===== src/rtl/dac_outsw_pkg.sv =====
package dac_outsw_pkg;

  localparam int unsigned NUM_GATES = 6;
  localparam int unsigned IDX_G1 = 0;
  localparam int unsigned IDX_G2 = 1;
  localparam int unsigned IDX_G3 = 2;
  localparam int unsigned IDX_G4 = 3;
  localparam int unsigned IDX_G5 = 4;
  localparam int unsigned IDX_G6 = 5;

  typedef logic [NUM_GATES-1:0] gate_vec_t;

  typedef enum logic [2:0] {
    PH_BOOT_CLR = 3'd0,
    PH_BOOT_RUN = 3'd1,
    PH_GAIN_CLR = 3'd2,
    PH_GAIN_RUN = 3'd3,
    PH_BREAK    = 3'd4
  } phase_e;

  // Gate setting for each steady phase; the break phase has no fixed pattern.
  function automatic gate_vec_t phase_pattern(phase_e ph);
    gate_vec_t v;
    v = '0;
    case (ph)
      PH_BOOT_CLR: begin v[IDX_G2] = 1'b1; v[IDX_G3] = 1'b1; v[IDX_G5] = 1'b1; end
      PH_BOOT_RUN: begin v[IDX_G1] = 1'b1; v[IDX_G3] = 1'b1; v[IDX_G5] = 1'b1; end
      PH_GAIN_CLR: begin v[IDX_G2] = 1'b1; v[IDX_G4] = 1'b1; v[IDX_G6] = 1'b1; end
      PH_GAIN_RUN: begin v[IDX_G1] = 1'b1; v[IDX_G4] = 1'b1; v[IDX_G6] = 1'b1; end
      default:     v = '0;
    endcase
    return v;
  endfunction

  // Steady phase wanted for a given supply readiness and clear level.
  function automatic phase_e select_phase(logic rdy, logic clr_n);
    if (rdy) return clr_n ? PH_GAIN_RUN : PH_GAIN_CLR;
    return clr_n ? PH_BOOT_RUN : PH_BOOT_CLR;
  endfunction

endpackage


===== src/rtl/dac_outsw_sync.sv =====
module dac_outsw_sync #(
  parameter int unsigned WIDTH  = 2,
  parameter int unsigned STAGES = 2,
  parameter logic [WIDTH-1:0] RST_VAL = '0
) (
  input  logic             clk,
  input  logic             rst,
  input  logic [WIDTH-1:0] d_i,
  output logic [WIDTH-1:0] q_o
);

  localparam int unsigned LAST = STAGES - 1;

  logic [STAGES-1:0][WIDTH-1:0] chain_q;

  always_ff @(posedge clk) begin
    if (rst) begin
      chain_q <= {STAGES{RST_VAL}};
    end else begin
      chain_q[0] <= d_i;
      for (int s = 1; s < STAGES; s++) chain_q[s] <= chain_q[s-1];
    end
  end

  assign q_o = chain_q[LAST];

endmodule


===== src/rtl/dac_outsw_target.sv =====
module dac_outsw_target
  import dac_outsw_pkg::*;
(
  input  logic      rdy_i,
  input  logic      clr_n_i,
  output phase_e    tgt_phase_o,
  output gate_vec_t tgt_gates_o
);

  always_comb begin
    tgt_phase_o = select_phase(rdy_i, clr_n_i);
    tgt_gates_o = phase_pattern(tgt_phase_o);
  end

endmodule


===== src/rtl/dac_outsw_bbm.sv =====
module dac_outsw_bbm
  import dac_outsw_pkg::*;
(
  input  logic      clk,
  input  logic      rst,
  input  phase_e    tgt_phase_i,
  input  gate_vec_t tgt_gates_i,
  output gate_vec_t gates_o,
  output phase_e    phase_o
);

  gate_vec_t gate_q;
  phase_e    phase_q;
  gate_vec_t opening_w;
  gate_vec_t closing_w;
  logic      need_gap_w;
  gate_vec_t next_gates_w;
  phase_e    next_phase_w;

  assign opening_w  = gate_q & ~tgt_gates_i;
  assign closing_w  = tgt_gates_i & ~gate_q;
  assign need_gap_w = (|opening_w) && (|closing_w);

  always_comb begin
    if (need_gap_w) begin
      next_gates_w = gate_q & tgt_gates_i;
      next_phase_w = PH_BREAK;
    end else begin
      next_gates_w = tgt_gates_i;
      next_phase_w = tgt_phase_i;
    end
  end

  always_ff @(posedge clk) begin
    if (rst) begin
      gate_q  <= phase_pattern(PH_BOOT_CLR);
      phase_q <= PH_BOOT_CLR;
    end else begin
      gate_q  <= next_gates_w;
      phase_q <= next_phase_w;
    end
  end

  assign gates_o = gate_q;
  assign phase_o = phase_q;

  // History for the edge-to-edge checks below.
  gate_vec_t prev_gates_q;
  logic      hist_valid_q;

  always_ff @(posedge clk) begin
    prev_gates_q <= gate_q;
    hist_valid_q <= !rst;
  end

  assert_g1_g2_excl_R5: assert property (@(posedge clk) disable iff (rst)
    !(gate_q[IDX_G1] && gate_q[IDX_G2]));

  assert_g3_g4_excl_R5: assert property (@(posedge clk) disable iff (rst)
    !(gate_q[IDX_G3] && gate_q[IDX_G4]));

  assert_break_first_R6: assert property (@(posedge clk) disable iff (rst)
    (hist_valid_q && (|(gate_q & ~prev_gates_q))) |-> !(|(prev_gates_q & ~gate_q)));

  assert_phase_gates_R2: assert property (@(posedge clk) disable iff (rst)
    (phase_q != PH_BREAK) |-> (gate_q == phase_pattern(phase_q)));

endmodule


===== src/rtl/dac_outsw_seq.sv =====
module dac_outsw_seq
  import dac_outsw_pkg::*;
#(
  parameter int unsigned SYNC_STAGES = 2
) (
  input  logic       clk,
  input  logic       rst,
  input  logic       supply_ok_i,
  input  logic       clr_n_i,
  output logic [5:0] gate_on_o,
  output logic [2:0] phase_o
);

  logic [1:0] sync_w;
  logic       rdy_s;
  logic       clr_n_s;
  phase_e     tgt_phase_w;
  gate_vec_t  tgt_gates_w;
  gate_vec_t  gates_w;
  phase_e     phase_w;

  // Reset value: supply not ready, clear asserted.
  dac_outsw_sync #(.WIDTH(2), .STAGES(SYNC_STAGES), .RST_VAL(2'b00)) u_sync (
    .clk (clk),
    .rst (rst),
    .d_i ({supply_ok_i, clr_n_i}),
    .q_o (sync_w)
  );

  assign rdy_s   = sync_w[1];
  assign clr_n_s = sync_w[0];

  dac_outsw_target u_target (
    .rdy_i       (rdy_s),
    .clr_n_i     (clr_n_s),
    .tgt_phase_o (tgt_phase_w),
    .tgt_gates_o (tgt_gates_w)
  );

  dac_outsw_bbm u_bbm (
    .clk         (clk),
    .rst         (rst),
    .tgt_phase_i (tgt_phase_w),
    .tgt_gates_i (tgt_gates_w),
    .gates_o     (gates_w),
    .phase_o     (phase_w)
  );

  assign gate_on_o = gates_w;
  assign phase_o   = phase_w;

  logic hist_q;
  always_ff @(posedge clk) hist_q <= !rst;

  assert_gain_needs_ready_R3: assert property (@(posedge clk) disable iff (rst)
    (hist_q && (phase_w == PH_GAIN_CLR || phase_w == PH_GAIN_RUN)) |-> $past(rdy_s));

  assert_clear_ties_ground_R8: assert property (@(posedge clk) disable iff (rst)
    (hist_q && (phase_w == PH_BOOT_CLR || phase_w == PH_GAIN_CLR)) |-> !$past(clr_n_s));

  assert_run_needs_release_R4: assert property (@(posedge clk) disable iff (rst)
    (hist_q && (phase_w == PH_BOOT_RUN || phase_w == PH_GAIN_RUN)) |-> $past(clr_n_s));

endmodule


===== config.mk =====
export PLATFORM = sky130hd
export DESIGN_NAME = dac_outsw_seq
export DESIGN_NICKNAME = d
export VERILOG_FILES = /design/src/rtl/dac_outsw_pkg.sv /design/src/rtl/dac_outsw_sync.sv /design/src/rtl/dac_outsw_target.sv /design/src/rtl/dac_outsw_bbm.sv /design/src/rtl/dac_outsw_seq.sv
export SDC_FILE = /design/constraint.sdc
export NUM_CORES = 1
export LEC_CHECK = 0
export ABC_AREA = 1
export BUFFER_PORTS_ARGS = -buffer_cell sky130_fd_sc_hd__buf_2
export CORE_ASPECT_RATIO = 1.75
export CORE_MARGIN = 2
export CORE_UTILIZATION = 30
export DETAILED_ROUTE_END_ITERATION = 10
export PLACE_DENSITY = 0.56
export SYNTH_ARGS = -nofsm -noshare
export SYNTH_HDL_FRONTEND = slang
export SYNTH_HIERARCHICAL = 1
export SYNTH_SLANG_ARGS = --single-unit

===== constraint.sdc =====
create_clock -name clk -period 1.44 [get_ports clk]
set_input_delay 0.288 -clock clk [delete_from_list [all_inputs] [get_ports clk]]
set_output_delay 0.288 -clock clk [all_outputs]
set_load 0.02 [all_outputs]

# Word-level counts from Yosys, hierarchy flattened
# Cells that the tools add are included.
# op_classes
n_eq_ne	3
reduce_logical	9
bitwise	5
n_mux	11
# ops
cell	n
AND 6 bit	3
NOT 6 bit	2
OR reduction 6 bit	2
OR reduction 2 bit	5
2-to-1 mux 3 bit	3
2-to-1 mux 1 bit	7
== test 3 x 2 -> 1 bit, second input constant	2
2-to-1 mux 6 bit	1
== test 3 x 1 -> 1 bit, second input constant	1
zero test 3 bit	1
logical AND 1 bit	1
# totals
wordCells	33
reg_bits	13
input_bits	4
output_inout_bits	9

# Logic depth before layout (Yosys ltp)
# Gate-level depths: netlist (run 1).
# logic_depth
depth_word	11
ltp_mapped	11
depth_no_buf	9

# Modules after synthesis
# The synthesis (run 1) kept the hierarchy.
# modules_own_cells
module	cells_each	area_each_um2	seq_area_each_um2	n_inst
dac_outsw_bbm	77	508.0	180.2	1
dac_outsw_sync	14	125.1	80.1	1
dac_outsw_target	10	56.3	0.0	1

# Worst setup path before layout (run 1)
# OpenSTA, ideal clock, no wires.
# synth_timing
path_type	register to register
start	register u_sync.chain_q (netlist bit u_sync/q_o[1])
end	register u_bbm.gate_q[2], in the netlist u_bbm/gates_o[2]
arrival_time_ns	1.127
t_required_ns	1.319
path_stages_with_launch	12
synth_period_minus_slack_ns	1.248
n_path_buf	3
setup_time_ns	0.121
slack_ns	0.192
cell_sequence	dfxtp_1 -> buf_4 -> clkbuf_1 -> buf_4 -> inv_1 -> nand2_1 -> o21ai_1 -> inv_1 -> nand2_4 -> nand2_4 -> nand2_1 -> nand3_1
# synth_between
elab_chain_cells	10
word_cells_on_any_way	22
classes_between	eq/ne (3); mux (7); bitwise (4); reduce/logical (8)
# synth_lines
item	line_no	text
start, declared	dac_outsw_sync.sv:14	logic [STAGES-1:0][WIDTH-1:0] chain_q;
start signal, assigned	dac_outsw_sync.sv:18	chain_q <= {STAGES{RST_VAL}};
2-to-1 mux 1 bit (*)	dac_outsw_pkg.sv:37	if (rdy) return clr_n ? PH_GAIN_RUN : PH_GAIN_CLR;
2-to-1 mux 3 bit (*)	dac_outsw_pkg.sv:38	return clr_n ? PH_BOOT_RUN : PH_BOOT_CLR;
== test 3 x 2 -> 1 bit	dac_outsw_pkg.sv:25	case (ph)
OR reduction 2 bit (no source line) (*)	-	
2-to-1 mux 1 bit (*)	dac_outsw_pkg.sv:25	
via tgt_gates_w[3]	dac_outsw_seq.sv:18	gate_vec_t tgt_gates_w;
NOT 6 bit	dac_outsw_bbm.sv:20	assign opening_w = gate_q & ~tgt_gates_i;
AND 6 bit	dac_outsw_bbm.sv:20	
OR reduction 6 bit	dac_outsw_bbm.sv:22	assign need_gap_w = (|opening_w) && (|closing_w);
logical AND 1 bit (*)	dac_outsw_bbm.sv:22	
2-to-1 mux 6 bit (*)	dac_outsw_bbm.sv:25	if (need_gap_w) begin
end signal, assigned	dac_outsw_bbm.sv:36	gate_q <= phase_pattern(PH_BOOT_CLR);
end signal, assigned	dac_outsw_bbm.sv:39	gate_q <= next_gates_w;
end, declared	dac_outsw_bbm.sv:12	gate_vec_t gate_q;
# The timed path passes the listed nets; every way through them passes the cells marked *.
# A chain may end at the register's enable or synchronous reset.

# Worst setup path after layout (run 1)
# layout_timing
start	register u_sync.chain_q (netlist bit u_sync/q_o[1])
end	register u_bbm.gate_q[2], in the netlist u_bbm/gates_o[2]
# layout_between
elab_chain_cells	10
word_cells_on_any_way	22
classes_between	eq/ne (3); mux (7); bitwise (4); reduce/logical (8)
# layout_lines
item	line_no
2-to-1 mux 1 bit (*)	dac_outsw_pkg.sv:37
2-to-1 mux 3 bit (*)	dac_outsw_pkg.sv:38
== test 3 x 1 -> 1 bit or zero test 3 bit (tied branches)	dac_outsw_pkg.sv:25
OR reduction 2 bit (no source line) (*)	-
2-to-1 mux 1 bit (*)	dac_outsw_pkg.sv:25
via tgt_gates_w[2]	dac_outsw_seq.sv:18
NOT 6 bit	dac_outsw_bbm.sv:20
AND 6 bit	dac_outsw_bbm.sv:20
OR reduction 6 bit	dac_outsw_bbm.sv:22
logical AND 1 bit	dac_outsw_bbm.sv:22
2-to-1 mux 6 bit (*)	dac_outsw_bbm.sv:25
# Marks and branches as above.

==> metrics.md, run 1 <==
| Metric | Value |
|---|---|
| Crit path to | u_bbm/gates_o[2] |
| Proportion of layout cells with a drive suffix above 1 | 0.2500 |
| Clock Latency Late Sink | around 0.25 ns |
| Tmin final | 1.246 ns |
| Area of the multi-input gates | roughly 260 µm² |
| IO Count | 13 |
| Cell Count, Final, Fillers Out | 133 |
| Post-synthesis cell count | between 100 and 150 |
| Yosys top cell area share | 0.3775 |
| Die H | between 60 and 70 µm |
| First-iteration detailed-routing DRC count | 21 |
| Initial Util | 0.3071 |
| Dpl cell area | slightly above 700 µm² |
| WP data arrival | 1.43 ns |
| Post-Syn Area per Cell | 6.826 µm² |
| Critical Path Start Type | flop |
| Setup crit start | u_sync/q_o[1] |
| Fin Hold WS | 0.2345 ns |
| Leading cell type by number of instances after synthesis | inv_1 |
| Placed Cells | around 130 |
| Chip width | 40.24 µm |
| Post-CTS repair timing setup buffer count | 0 |
| Clock-pin slew on the worst setup and hold paths | 0.05 ns |
| Via density | 4.158 |
| Top_reg_cell synth | dfxtp_1 |
| IO Port Bufs | 12 |
| Top post-synthesis cells by count | inv_1 (26), nand2_1 (20), dfxtp_1 (13), nand3_1 (9) |
| Reg-to-reg slack, setup | 0.19 ns |
| Gr usage total | 0.1171 |
| Asr flop ratio synth | 0 |
| Cell Pwr Density | 1215 nW/µm² |
| Num rows | 23 |
| GRT Residual Overflow | 0 |
| Critical Path End Type | flop |
| Routed WL | 1191 µm |
| Inserted Clock Buffers | 3 |
| First-pass GRT wire length | slightly above 2000 µm |
| CTS tree | done |
| Worst path bufs/invs | 1 |
| HP Class | primary input to flop |
| Final Net Count | about 110 |
| Post-CTS resize count | 0 |
| Largest stage delay on the critical path | 0.39 ns |
| Synthesized Nets | around 110 |
| Max clock buf depth | 2 |
| Area Growth Syn to Fin | 11.07% |
| Max-cap violations | 0 |
| R2R Path Start | u_sync/q_o[1] |
| M2 GR Usage | 0.1855 |
| Setup TNS | 0 ns |
| Final hold vios | 0 |
| Post-route cell area | 765.7 µm² |
| Leak | 0.4315 nW |
| WL per Instance | 8.955 µm |
| Hold path cells | 3 |
| Yosys reg bits | 13 |
| RSZ-0062 raised after global routing | false |
| Critical Path Stages | 8 |
| Clock root cell | clkbuf_8 |
| Hold-fix buffers, CTS | 0 |
| Seq/Total Area, Yosys | 0.3775 |
| R2r endpoint | u_bbm/gates_o[2] |
| Met3 usage | 0.03289 |
| Critical path type | flop to flop |
| Cells along the critical path | inv_1 > nand2_1 > nand2_1 > nor2_4 > nand2_4 > nand2_4 > nand2_1 > nand3_1 |
| Vias | 553 |
| Die area | approximately 2700 µm² |
| Final Max Tran Viols | 0 |
| Total core area | 2245 µm² |
| Post-synth EDFFs | 0 |
| Max Clk Rate | ~800 MHz |
| Final period util | 0.8651 |
| DRT Pass-1 Iters | 4 |
| Largest area contributor in the netlist | dfxtp_1 |
| Largest net degree at the start of global routing | 10 |
| Most frequent cell on the critical path | nand2_1 |
| Worst path required time | around 1.6 ns |
| Fill count | 248 |
| Crit path max-delay cell type | dfxtp_1 |
| Htree depth | 1 |
| Ys Warns | 6 |
| Initial antenna violation count | 0 |
| Vias in the first global route | 525 |
| Met1 GRT Util | 0.1079 |
| Setup Skew | 0.001787 ns |
| Crit path max fanout | 8 |
| Clk sink count | 13 |
| Yosys cell types | 16 |
| Routability Congestion | 0.7584 |
| Post-route DRC | 0 |
| Crit path max-delay family | simple AND/OR/NAND/NOR gates |
| Busiest grt layer | met2 |
| Antenna diodes | 0 |
| FF+latch area | around 260 µm² |
| DPL Wire Length | 931 µm |
| Mapped Area | 689.4 µm² |
| ANT nets after route | 0 |
| Setup-failing EPs final | 0 |
| Ranking of synthesized cells by area | dfxtp_1 (38%), inv_1 (14%), nand2_1 (11%), buf_4 (7.6%), nand3_1 (6.5%) |
| Status | completed |
| Worst r2r path cells | 8 |
| Worst vdd ir | approximately 0.47 mV |
-- area by class of cell --
class | instances | share of cell area
Multi-Input combinational cell | 51 | 0.3448
Sequential cell | 13 | 0.3399
Inverter | 28 | 0.1373
Timing Repair Buffer | 12 | 0.07843
Clock buffer | 4 | 0.05882
Tap cell | 25 | 0.04085
-- power by group --
part	switching, mW	internal (mW)	leakage [nW]	total (mW)
sequential	0.0141	0.382	0.107	0.396
clock	0.137	0.196	0.0228	0.333
combinational	0.133	0.0676	0.302	0.201
total	0.284	0.646	0.431	0.930
-- layer usage --
metal | vias up | routed length [µm]
met1 | 232 | 416
met5 | - | 0
met4 | 0 | 59
met3 | 7 | 76
met2 | 25 | 638
li1 | 289 | -
-- state kept, by name (all words and copies together) (netlist names) --
register and count:
u_sync/chain_q 2, u_bbm/phase_o 3, u_bbm/gates_o 6, u_sync/q_o 2
-- worst reg2reg max path: stages, from the launching register on --
cell and delay, ns:
dfxtp_1 0.39, inv_1 0.16, nand2_1 0.10, nand2_1 0.08
nor2_4 0.13, nand2_4 0.09, nand2_4 0.11, nand2_1 0.06
nand3_1 0.08
-- worst min path at each step --
stage / startpoint / to
finish: supply_ok_i / u_sync/chain_q[1]
global route: clr_n_i / u_sync/chain_q[0]
CTS: supply_ok_i / u_sync/chain_q[1]
detailed placement: u_sync/chain_q[0] / u_sync/q_o[0]
global placement: u_sync/chain_q[0] / u_sync/q_o[0]
floorplan: rst / u_bbm/phase_o[2]
-- stage by stage --
step | setup WS [ns] | util | power [mW]
global placement | 0.2176 | 0.3211 | 0.6045
finish | 0.1943 | 0.3411 | 0.9300
floorplan | 0.1920 | - | 0.5700
global route | 0.04647 | 0.3411 | 0.9750
detailed placement | 0.1978 | 0.3211 | 0.6050
CTS | 0.1875 | 0.3411 | 0.9401
-- cell usage in the layout (no fill, tap or decap), drive strengths merged --
| cell | count |
|---|---|
| inv | 27 |
| nand2 | 27 |
| conb | 1 |
| clkbuf | 4 |
| o21ai | 2 |
| buf | 12 |
| dfxtp | 13 |
| a21oi | 1 |
| nor2 | 11 |
| nand3 | 9 |
| clkinv | 1 |
-- cells by family (layout without fill, tap and decap cells) --
| kind of cell | Yosys count | after routing | share of synthesized area |
|---|---|---|---|
| other cells | 1 | 1 | 0.005439 |
| simple gates | 47 | 47 | 0.3557 |
| flops | 13 | 13 | 0.3775 |
| compound gates | 3 | 3 | 0.02177 |
| buf+inv | 37 | 44 | 0.2396 |
Power figures use the tool's default switching activity.
==> run 2: changes to the inputs <==
Settings changed: CELL_PAD_IN_SITES_DETAIL_PLACEMENT from default to 0, CELL_PAD_IN_SITES_GLOBAL_PLACEMENT from default to 1, PLACE_DENSITY 0.56 to 0.72.
==> run 2 against run 1 <==
Compared with the run above:
- utilization stayed put
- sequential share of layout area stayed put
- clock skew is 0.00095 ns higher
- final area stayed put
- sequential cell count stayed put
==> metrics.md, run 2 (synthesis gave the netlist of run 1 again) <==
| Metric | Value |
|---|---|
| Setup TNS | 0 ns (unchanged) |
| Critical path type | flop to flop (unchanged) |
| Area Growth Syn to Fin | 11.07% (unchanged) |
| Max Clk Rate | 778.4 MHz (was 802.8 MHz) |
| Clock-pin slew on the worst setup and hold paths | 0.06 ns (was 0.05 ns) |
| Max-cap violations | 0 (unchanged) |
| IO Port Bufs | 12 (unchanged) |
| Highest-count cells in the layout ignoring fill and taps | inv_1 (26), nand2_1 (20), dfxtp_1 (13), buf_2 (12), nand3_1 (9) (unchanged) |
| Clock root cell | clkbuf_8 (unchanged) |
| Largest stage delay on the critical path | 0.40 ns (was 0.39 ns) |
| Num rows | 23 (unchanged) |
| Met1 GRT Util | 0.1347 (was 0.1079) |
| First-iteration detailed-routing DRC count | 13 (was 21) |
| Initial antenna violation count | 0 (unchanged) |
| Worst path bufs/invs | 1 (unchanged) |
| Antenna diodes | 0 (unchanged) |
| Status | completed (unchanged) |
| Cells along the critical path | inv_1 > nand2_1 > nand2_1 > nor2_4 > nand2_4 > nand2_4 > nand2_1 > nand3_1 (unchanged) |
| Max clock buf depth | 2 (unchanged) |
| Hold-fix buffers, CTS | 0 (unchanged) |
| Critical Path End Type | flop (unchanged) |
| Setup Skew | 0.002741 ns (was 0.001787 ns) |
| RSZ-0062 raised after global routing | false (unchanged) |
| Inserted Clock Buffers | 3 (unchanged) |
| Gr usage total | 0.1197 (was 0.1171) |
| Worst vdd ir | 0.6489 mV (was 0.4688 mV) |
| Die area | 2712 µm² (unchanged) |
| Setup-failing EPs final | 0 (unchanged) |
| Post-CTS resize count | 0 (unchanged) |
| First-pass GRT wire length | 2132 µm (was 2042 µm) |
| HP Class | primary input to flop (unchanged) |
| Most common cell after layout, fill and taps aside | inv_1 (unchanged) |
| Vias in the first global route | 485 (was 525) |
| WP data arrival | 1.46 ns (was 1.43 ns) |
| Post-route cell area | 765.7 µm² (unchanged) |
| Die H | 67.42 µm (unchanged) |
| ANT nets after route | 0 (unchanged) |
| DPL Wire Length | 941 µm (was 931 µm) |
| Htree depth | 1 (unchanged) |
| Vias | 547 (was 553) |
| M2 GR Usage | 0.1855 (unchanged) |
| Busiest grt layer | met2 (unchanged) |
| Clock Latency Late Sink | 0.24 ns (was 0.25 ns) |
| Critical Path Start Type | flop (unchanged) |
| Dpl cell area | 720.7 µm² (unchanged) |
| GRT Residual Overflow | 0 (unchanged) |
| Final period util | 0.8921 (was 0.8651) |
| Via density | 4.113 (was 4.158) |
| Met3 usage | 0.02961 (was 0.03289) |
| Crit path max-delay cell type | dfxtp_1 (unchanged) |
| Proportion of layout cells with a drive suffix above 1 | 0.2500 (unchanged) |
| Final Net Count | 113 (unchanged) |
| Total core area | 2245 µm² (unchanged) |
| Worst path required time | 1.62 ns (about the same) |
| Tmin final | 1.285 ns (was 1.246 ns) |
| Most frequent cell on the critical path | nand2_1 (unchanged) |
| Clk sink count | 13 (unchanged) |
| CTS tree | done (unchanged) |
| Total Power | 0.9235 mW (was 0.9300 mW) |
| Crit path max fanout | 8 (unchanged) |
| Cell Count, Final, Fillers Out | 133 (unchanged) |
| Fin Hold WS | 0.2504 ns (was 0.2345 ns) |
| Post-route DRC | 0 (unchanged) |
| Routed WL | 1244 µm (was 1191 µm) |
| Chip width | 40.24 µm (unchanged) |
| Post-CTS repair timing setup buffer count | 0 (unchanged) |
| Leak | 0.4315 nW (unchanged) |
| Max FFs per register | 6 (unchanged) |
| Final hold vios | 0 (unchanged) |
| Placed Cells | 129 (unchanged) |
| WL per Instance | 9.353 µm (was 8.955 µm) |
| Largest net degree at the start of global routing | 10 (unchanged) |
| DRT Pass-1 Iters | 4 (unchanged) |
| Crit path max-delay family | simple AND/OR/NAND/NOR gates (unchanged) |
| Initial Util | 0.3071 (unchanged) |
| Routability Congestion | 0.8490 (was 0.7584) |
| IO Count | 13 (unchanged) |
| Cell Pwr Density | 1206 nW/µm² (was 1215 nW/µm²) |
| Final Max Tran Viols | 0 (unchanged) |
-- run 2: cell counts in the layout (fill, tap and decap cells not counted) --
No cell type changed its count.
-- run 2: final timing paths --
check,slack (ns),cells past startpoint,endpoint,startpoint
worst max-delay path,0.16,8,u_bbm/gates_o[4],u_sync/q_o[1]
worst min-delay path,0.25,3,u_sync/chain_q[0],clr_n_i
worst max register to register,0.16,8,u_bbm/gates_o[4],u_sync/q_o[1]
worst min register to register,0.40,2,u_sync/q_o[0],u_sync/chain_q[0]
-- run 2: worst reg2reg max path, cell delays in order (launching register included) --
cell,delay (ns)
dfxtp_1,0.40
inv_1,0.16
nand2_1,0.10
nand2_1,0.09
nor2_4,0.13
nand2_4,0.09
nand2_4,0.12
nand2_1,0.06
nand3_1,0.07
-- run 2: cell type report --
cell class	instances	area, µm²
sequential	13	260.3
inverter	28	105.1
tap	25	31.28
fill	259	1479
timing repair buffer	12	60.06
multi-input combinational	51	264.0
clock buffer	4	45.04
-- run 2: layer usage --
layer	share of wire	up-vias
met5	0	-
met2	0.53	17
met1	0.39	234
met3	0.068	2
li1	-	294
met4	0.018	0
-- run 2: where the power goes --
group	switching (mW)	internal [mW]
Combinational	0.136	0.0674
Sequential	0.0151	0.382
Clock	0.127	0.195
-- run 2: through the flow --
| step | utilization | worst slack (ns) |
|---|---|---|
| floorplan | - | 0.1920 |
| global placement | 0.3211 | 0.2263 |
| detailed placement | 0.3211 | 0.2009 |
| CTS | 0.3411 | 0.1848 |
| global route | 0.3411 | 0.05222 |
| finish | 0.3411 | 0.1554 |
==> run 3: changes to the inputs <==
Clock period 1.44 ns to 1.3 ns, I/O delays scaled along.
==> run 3 against run 2 <==
Compared with the run above:
- maximum frequency up 13%
- clock power up 9.9%
- power up 9.9%
- die area unchanged
- first-iteration DRC count up 23%
- routed wire length down 6.2%
- global-route usage down 0.57 points
- critical endpoint is now u_bbm/gates_o[1]
- highest routed layer unchanged
==> metrics.md, run 3 (synthesis gave the netlist of run 1 again) <==
| Metric | Value |
|---|---|
| Status | completed (unchanged) |
| Setup TNS | 0 ns (unchanged) |
| Max Clk Rate | 883.2 MHz (was 778.4 MHz) |
| Critical Path Start Type | flop (unchanged) |
| Setup-failing EPs final | 0 (unchanged) |
| Most frequent cell on the critical path | nand2_1 (unchanged) |
| Max FFs per register | 6 (unchanged) |
| Max clock buf depth | 2 (unchanged) |
| DRT Pass-1 Iters | 4 (unchanged) |
| Die area | 2712 µm² (unchanged) |
| First-pass GRT wire length | 1987 µm (was 2132 µm) |
| GRT Residual Overflow | 0 (unchanged) |
| Cell Pwr Density | 1324 nW/µm² (was 1206 nW/µm²) |
| Largest net degree at the start of global routing | 10 (unchanged) |
| Largest stage delay on the critical path | 0.36 ns (was 0.40 ns) |
| CTS tree | done (unchanged) |
| Critical path type | flop to flop (unchanged) |
| Fill count | 252 (was 259) |
| Metal3 WL | 62 µm (was 84 µm) |
| IO Port Bufs | 12 (unchanged) |
| Crit path max-delay family | simple AND/OR/NAND/NOR gates (unchanged) |
| Proportion of layout cells with a drive suffix above 1 | 0.2685 (was 0.2500) |
| Worst path required time | 1.43 ns (was 1.62 ns) |
| Cells along the critical path | inv_1 > inv_1 > nand2_1 > nand2_1 > nor2_4 > nand2_4 > nand2_4 > nand2_1 > nand3_1 (was inv_1 > nand2_1 > nand2_1 > nor2_4 > nand2_4 > nand2_4 > nand2_1 > nand3_1) |
| Clock Latency Late Sink | 0.24 ns (about the same) |
| Highest-count cells in the layout ignoring fill and taps | inv_1 (25), nand2_1 (20), buf_2 (12), dfxtp_1 (12), nand3_1 (9) (was inv_1 (26), nand2_1 (20), dfxtp_1 (13), buf_2 (12), nand3_1 (9)) |
| ANT nets after route | 0 (unchanged) |
| Initial Util | 0.3071 (unchanged) |
| Critical Path End Type | flop (unchanged) |
| RSZ-0062 raised after global routing | false (unchanged) |
| Final hold vios | 0 (unchanged) |
| Routability Congestion | 0.8499 (was 0.8490) |
| Final Max Tran Viols | 0 (unchanged) |
| Clk sink count | 13 (unchanged) |
| Tmin final | 1.132 ns (was 1.285 ns) |
| Final Net Count | 113 (unchanged) |
| Cell Count, Final, Fillers Out | 133 (unchanged) |
| Clock-pin slew on the worst setup and hold paths | 0.05 ns (was 0.06 ns) |
| Via density | 4.098 (was 4.113) |
| First-iteration detailed-routing DRC count | 16 (was 13) |
| Area of the multi-input gates | 264.0 µm² (unchanged) |
| Die H | 67.42 µm (unchanged) |
| Inserted Clock Buffers | 3 (unchanged) |
| Antenna diodes | 0 (unchanged) |
| Placed Cells | 129 (unchanged) |
| Crit path max-delay cell type | dfxtp_1 (unchanged) |
| Max-cap violations | 0 (unchanged) |
| Total Power | 1.015 mW (was 0.9235 mW) |
| Post-route DRC | 0 (unchanged) |
| Setup Skew | 0.002107 ns (was 0.002741 ns) |
| Gr usage total | 0.1141 (was 0.1197) |
| Top layer in use | met4 (unchanged) |
| WP data arrival | 1.26 ns (was 1.46 ns) |
| FF+latch area | 261.5 µm² (was 260.3 µm²) |
| Crit path max fanout | 7 (was 8) |
| Vias in the first global route | 504 (was 485) |
| Vias | 545 (was 547) |
| Initial antenna violation count | 0 (unchanged) |
| Leak | 0.4319 nW (was 0.4315 nW) |
| Clock root cell | clkbuf_8 (unchanged) |
| Most common cell after layout, fill and taps aside | inv_1 (unchanged) |
| Layout Utilization | 0.3417 (was 0.3411) |
| Routed WL | 1167 µm (was 1244 µm) |
| DPL Wire Length | 934.8 µm (was 941 µm) |
| WL met2 | 615 µm (was 655 µm) |
| Final period util | 0.8709 (was 0.8921) |
| IO Count | 13 (unchanged) |
| Num rows | 23 (unchanged) |
| Metal-1 WL | 447 µm (was 481 µm) |
| Area Growth Syn to Fin | 11.25% (was 11.07%) |
| Worst vdd ir | 0.4428 mV (was 0.6489 mV) |
| Hold-fix buffers, CTS | 0 (unchanged) |
| WL per Instance | 8.774 µm (was 9.353 µm) |
| HP Class | primary input to flop (unchanged) |
| Htree depth | 1 (unchanged) |
| Total core area | 2245 µm² (unchanged) |
| Worst path bufs/invs | 2 (was 1) |
| Chip width | 40.24 µm (unchanged) |
run 3: final timing paths:
path | startpoint | end | slack, ns | depth (start not counted)
worst max-delay path | u_sync/q_o[0] | u_bbm/gates_o[1] | 0.17 | 9
worst min-delay path | clr_n_i | u_sync/chain_q[0] | 0.22 | 3
worst max register to register | u_sync/q_o[0] | u_bbm/gates_o[1] | 0.17 | 9
worst min register to register | u_sync/chain_q[1] | u_sync/q_o[1] | 0.40 | 2
run 3: where the power goes:
part | leakage [nW] | switching [mW] | total, mW | internal, mW
combinational | 0.302 | 0.146 | 0.221 | 0.0749
sequential | 0.107 | 0.0171 | 0.441 | 0.424
clock | 0.0228 | 0.137 | 0.354 | 0.216
total | 0.432 | 0.300 | 1.02 | 0.715
run 3: worst reg2reg max path, delay by kind of cell (launching register included):
kind	cells	cell delay, ns
simple gates	7	0.51
flops	1	0.36
buf+inv	2	0.15
run 3: cell type report:
cell class / instances / area share
Tap cell: 25 / 0.04078
Inverter: 28 / 0.1370
Multi-Input combinational cell: 51 / 0.3442
Timing Repair Buffer: 12 / 0.07830
Sequential cell: 13 / 0.3409
Clock buffer: 4 / 0.05873
run 3: metal layers:
layer	GRT usage	vias to the layer above
met1	0.1145	231
li1	-	295
met5	0	-
met4	0.1000	0
met2	0.1875	15
met3	0.01974	4
run 3: what timing repair did:
action / CTS / global route
setup buffers: 0 / 0
endpoints found under the setup margin: 0 / 9
resized for setup: 0 / 2
run 3: through the flow:
stage,hold slack (ns),worst slack (ns),instance area (µm²)
5_1_grt,0.2362,0.01809,767.0
2_1_floorplan,0.3291,0.05201,689.4
3_3_place_gp,0.3913,0.08662,720.7
6_report,0.2228,0.1678,767.0
4_1_cts,0.2172,0.04509,765.7
3_5_place_dp,0.3960,0.05486,720.7
